File: config.mk
export PLATFORM = sky130hd
export DESIGN_NAME = sm_addsub
export DESIGN_NICKNAME = d
export VERILOG_FILES = /design/src/rtl/smadd_pkg.sv /design/src/rtl/smadd_cmp.sv /design/src/rtl/smadd_nines.sv /design/src/rtl/smadd_digit_add.sv /design/src/rtl/sm_addsub.sv
export SDC_FILE = /design/constraint.sdc
export NUM_CORES = 1
export LEC_CHECK = 0
export CAP_MARGIN = 30
export CORE_ASPECT_RATIO = 1.4
export CORE_MARGIN = 2
export CORE_UTILIZATION = 40
export CTS_CLUSTER_SIZE = 24
export DETAILED_ROUTE_END_ITERATION = 16
export PLACE_DENSITY = 0.6
export SLEW_MARGIN = 30
export SYNTH_ARGS = -nofsm -noshare
export SYNTH_HDL_FRONTEND = slang
export SYNTH_SLANG_ARGS = --single-unit
File: constraint.sdc
create_clock -name clk -period 10.1 [get_ports clk]
set_input_delay 1.01 -clock clk [delete_from_list [all_inputs] [get_ports clk]]
set_output_delay 1.01 -clock clk [all_outputs]
set_load 0.01 [all_outputs]
File: src/rtl/smadd_pkg.sv
`timescale 1ns/1ps
package smadd_pkg;

  // Subtract six from one nibble; valid for inputs 6..15.
  function automatic logic [3:0] nib_minus6(input logic [3:0] x);
    logic [3:0] r;
    r[0] = x[0];
    r[1] = ~x[1];
    r[2] = x[2] ^ x[1];
    r[3] = x[3] & x[2] & x[1];
    return r;
  endfunction

endpackage

File: src/rtl/smadd_cmp.sv
`timescale 1ns/1ps
// Strict magnitude comparison as the carry of x + ~y.
module smadd_cmp #(
  parameter int W = 32
) (
  input  logic [W-1:0] x,
  input  logic [W-1:0] y,
  output logic         gt
);
  logic [W-1:0] gen, prop;

  assign gen  = x & ~y;
  assign prop = x | ~y;

  always_comb begin
    logic c;
    c = 1'b0;
    for (int i = 0; i < W; i++) begin
      c = gen[i] | (prop[i] & c);
    end
    gt = c;
  end
endmodule

File: src/rtl/smadd_nines.sv
`timescale 1ns/1ps
// Digit-wise nine's complement: one's complement, then minus six per nibble.
module smadd_nines #(
  parameter int DIGITS = 8
) (
  input  logic [4*DIGITS-1:0] din,
  output logic [4*DIGITS-1:0] dout
);
  for (genvar d = 0; d < DIGITS; d++) begin : g_dig
    assign dout[4*d +: 4] = smadd_pkg::nib_minus6(~din[4*d +: 4]);
  end
endmodule

File: src/rtl/smadd_digit_add.sv
`timescale 1ns/1ps
// Shared adder: plain binary carry-propagate, or BCD with per-digit +6 fix.
module smadd_digit_add #(
  parameter int DIGITS = 8
) (
  input  logic [4*DIGITS-1:0] x,
  input  logic [4*DIGITS-1:0] y,
  input  logic                cin,
  input  logic                dec_en,
  output logic [4*DIGITS:0]   sum
);
  localparam int W = 4 * DIGITS;

  logic [W:0]      bin_sum;
  logic [W-1:0]    dec_sum;
  logic [DIGITS:0] dc;

  assign bin_sum = {1'b0, x} + {1'b0, y} + {{W{1'b0}}, cin};
  assign dc[0]   = cin;

  for (genvar d = 0; d < DIGITS; d++) begin : g_dig
    logic [4:0] s5;
    logic [4:0] t5;
    logic       dgen, dprop;
    assign s5    = {1'b0, x[4*d +: 4]} + {1'b0, y[4*d +: 4]};
    assign dgen  = (s5 > 5'd9);
    assign dprop = (s5 == 5'd9);
    assign dc[d+1] = dgen | (dprop & dc[d]);
    assign t5 = s5 + {4'd0, dc[d]} + (dc[d+1] ? 5'd6 : 5'd0);
    assign dec_sum[4*d +: 4] = t5[3:0];
  end

  assign sum = dec_en ? {dc[DIGITS], dec_sum} : bin_sum;
endmodule

File: src/rtl/sm_addsub.sv
`timescale 1ns/1ps
module sm_addsub #(
  parameter int DIGITS = 8
) (
  input  logic                clk,
  input  logic                rst,
  input  logic [4*DIGITS-1:0] opnd_a,
  input  logic [4*DIGITS-1:0] opnd_b,
  input  logic                sub_req,
  input  logic                signed_mode,
  input  logic                bin_mode,
  output logic [4*DIGITS-1:0] result,
  output logic                ovf
);
  localparam int W = 4 * DIGITS;

  logic         sa, sb, eadd, gt, co, sc, zero, sign, carry_sel;
  logic [W-1:0] mask, ma, mb, b_n9, add_y, raw, raw_n9, mag_out, res_d;
  logic [W:0]   sum_full;

  // Effective signs and operation
  assign sa   = opnd_a[W-1] & signed_mode;
  assign sb   = opnd_b[W-1] & signed_mode;
  assign eadd = ~(sa ^ sb ^ sub_req);

  // Magnitude field
  always_comb begin
    if (!signed_mode)  mask = '1;
    else if (bin_mode) mask = {1'b0, {(W-1){1'b1}}};
    else               mask = {4'b0000, {(W-4){1'b1}}};
  end
  assign ma = opnd_a & mask;
  assign mb = opnd_b & mask;

  // Ordering, computed beside the adder
  smadd_cmp #(.W(W)) u_cmp (.x(ma), .y(mb), .gt(gt));
  assign co = gt & ~eadd;

  // Subtrahend conditioning
  smadd_nines #(.DIGITS(DIGITS)) u_nb (.din(mb), .dout(b_n9));
  always_comb begin
    if (eadd)          add_y = mb;
    else if (bin_mode) add_y = ~mb & mask;
    else               add_y = b_n9 & mask;
  end

  smadd_digit_add #(.DIGITS(DIGITS)) u_add (
    .x(ma), .y(add_y), .cin(co), .dec_en(~bin_mode), .sum(sum_full)
  );

  always_comb begin
    if (!signed_mode)  carry_sel = sum_full[W];
    else if (bin_mode) carry_sel = sum_full[W-1];
    else               carry_sel = sum_full[W-4];
  end

  // Final conditional complement
  assign raw = sum_full[W-1:0] & mask;
  smadd_nines #(.DIGITS(DIGITS)) u_nr (.din(raw), .dout(raw_n9));
  assign sc = ~eadd & ~co;

  always_comb begin
    if (!sc)           mag_out = raw;
    else if (bin_mode) mag_out = ~raw & mask;
    else               mag_out = raw_n9 & mask;
  end

  assign zero = (mag_out == '0);
  assign sign = (sa ^ sc) & ~zero;

  always_comb begin
    res_d = mag_out;
    if (signed_mode) res_d[W-1] = sign;
  end

  always_ff @(posedge clk) begin
    if (rst) begin
      result <= '0;
      ovf    <= 1'b0;
    end else begin
      result <= res_d;
      ovf    <= eadd & carry_sel;
    end
  end
endmodule

==> results.sh <==
export IMPL_rows=56
export IMPL_dp_slack_ps=2070
export IMPL_ys_warnings_count=0
export IMPL_crit_fanout=7
export IMPL_place_congestion=0.933
export IMPL_grt_util_all_layers=0.240
export IMPL_drv_slew=0
export IMPL_finalSetupViolations=0
export IMPL_synth_compound_area_frac=0.273
export IMPL_slowest_delay_ps=630
export IMPL_ys_seq_area_frac=0.0960
export IMPL_cts_setup_buffers=0
export IMPL_synth_nets=1087
export IMPL_remaining_drc_errors=0
export IMPL_grt_pass1_vias=6950
export IMPL_synthMostInstantiatedCell="nor2_1"
export IMPL_hold_viol=0
export IMPL_critPathLaunchType="primary input"
export IMPL_ys_ff_latch=33
export IMPL_rsz0062_at_grt="false"
export IMPL_ios=102
export IMPL_synth_top_family_by_area="compound AO/OA/AOI/OAI gates"
export IMPL_synth_xor_area_share=0.141
export IMPL_cp_startpoint="opnd_a[31]"
export IMPL_drt_iter0_drc=458
export IMPL_initial_core_util=0.409
export IMPL_die_h_um=159
export IMPL_crit_family="compound AO/OA/AOI/OAI gates"
export IMPL_crit_buf_inv=1
export IMPL_post_dp_hpwl_um=18000
export IMPL_netlist_area_um2=6880
export IMPL_layout_drive_gt1_share=0.0347
export IMPL_wl_um=22000
export IMPL_post_cts_resized=0
export IMPL_hold_buffers=0
export IMPL_synth_cell_types=72
export IMPL_io_buffers=101
export IMPL_ir_drop_uv=97.5
export IMPL_die_w_um=115
export IMPL_grt_max_degree=50
export IMPL_tightestPinTransition_ps=914
export IMPL_fin_cells=1211
export IMPL_avgViaCountPerCell=5.86
export IMPL_dp_cells=1204
export IMPL_synth_top_area_share=0.102
export IMPL_async_reset_ff_frac=0
export IMPL_maxCapViolCount=0
export IMPL_path_class="in2reg"
export IMPL_yosys_mux_area_fraction=0.0264
export IMPL_min_period_over_period=0.778
export IMPL_fmax_ghz=0.127
export IMPL_die_area_um2=18300
export IMPL_worstHoldStart="bin_mode"
export IMPL_cts_tree="done"
export IMPL_clkSinkCount=33
export IMPL_layout_setup_ws_ps=2240
export IMPL_drt_pass1_iterations=5
export IMPL_power_leakage_nw=3.41
export IMPL_antenna_found_initial=0
export IMPL_synth_fa_ha_area_frac=0.163
export IMPL_syn_to_final_growth_pct=18.7
export IMPL_drt_wirelength_per_cell_um=18.2
export IMPL_synth_area_leader_cell="ha_1"
export IMPL_ys_top_cells_by_area="ha_1, dfxtp_1, xnor2_1, fa_1, nor2_1"
export IMPL_p_per_area_nw_per_um2=214
export IMPL_vias=7091
export IMPL_avgSynthCellArea_um2=7.29
export IMPL_finalPower_mw=1.75
export IMPL_synth_main_ff_cell="dfxtp_1"
export IMPL_synth_edff_count=0
export IMPL_core_area_um2=16800
export IMPL_setup_tns_ps=0
export IMPL_synth_cells=944
export IMPL_antenna_left=0
export IMPL_cts_buffers_inserted=5
export IMPL_crit_slowest_cell="clkdlybuf4s50_1"
export IMPL_end_kind="register"
export IMPL_grt_pass1_wl_um=35200
export IMPL_holdCritPathClass="in2reg"
export IMPL_h_tree_depth=2
export IMPL_grt_overflow_total=0
export IMPL_clockBufferDepth=2
export IMPL_fin_nets=1151
export IMPL_worstPathRequired_ps=10260
export IMPL_status="finished, final reports clean"
export IMPL_timing_slew_headroom=0.387
export IMPL_cts_root_buf="clkbuf_16"
export IMPL_synth_simple_gate_area_frac=0.234
export IMPL_period_minus_slack_ps=7860
export IMPL_hold_ws_ps=1480
export IMPL_n_antenna_cell=0
export IMPL_crit_arrival_ps=8020
export IMPL_clk_pin_slew_ps=50
export IMPL_synthTopCellsByCount="nor2_1, a21oi_1, inv_1, xnor2_1, ha_1"
==> cell families after synthesis <==
group,Yosys count
simple gates,318
flops,33
buf+inv,120
mux,18
compound gates,274
xor+xnor,101
fa+ha+maj,80
==> layer usage <==
metal  share of wire  routed length (um)  GRT usage  up-vias
li1                -                   -          -     3520
met1            0.38                8290      0.256     3355
met2            0.54               11900      0.464      154
met3           0.034                 755     0.0228       62
met4           0.049                1080      0.100        0
met5               0                   0          0        -
==> worst paths after layout <==
path,endpoint,slack (ps),depth (start not counted)
worst max-delay path,result[31],2240,29
worst min-delay path,ovf,1480,2
==> sequential cells by signal, indices dropped and copies added, names as in the netlist <==
signal and count:
result 32, ovf 1
==> layout by cell type, fill, tap and decap left out, types with 28 or more instances in the layout <==
master / count
dfxtp_1: 33
inv_1: 67
a21o_1: 31
a21oi_1: 70
nor3_1: 29
xnor2_1: 65
ha_1: 56
o21ai_0: 45
nor2_1: 94
nor2b_1: 32
nand2_1: 46
clkdlybuf4s50_1: 100
xor2_1: 28
==> power breakdown <==
group	switching (mW)	internal [mW]
logic	0.794	0.616
clock network	0.0494	0.0964
registers	0.0142	0.180
==> final cells by class <==
class	instances	area (um^2)
clock buffer	7	143
fill	1730	8650
inverter	67	251
multi-input combinational	791	5780
sequential	33	661
tap	203	254
timing repair buffer	110	1070
==> through the flow <==
stage	utilization	instance area, um^2
floorplan	-	6880
global placement	0.477	8020
detailed placement	0.477	8020
CTS	0.486	8170
global route	0.486	8170
finish	0.486	8170
No activity file was read; power rests on OpenSTA's default activity.
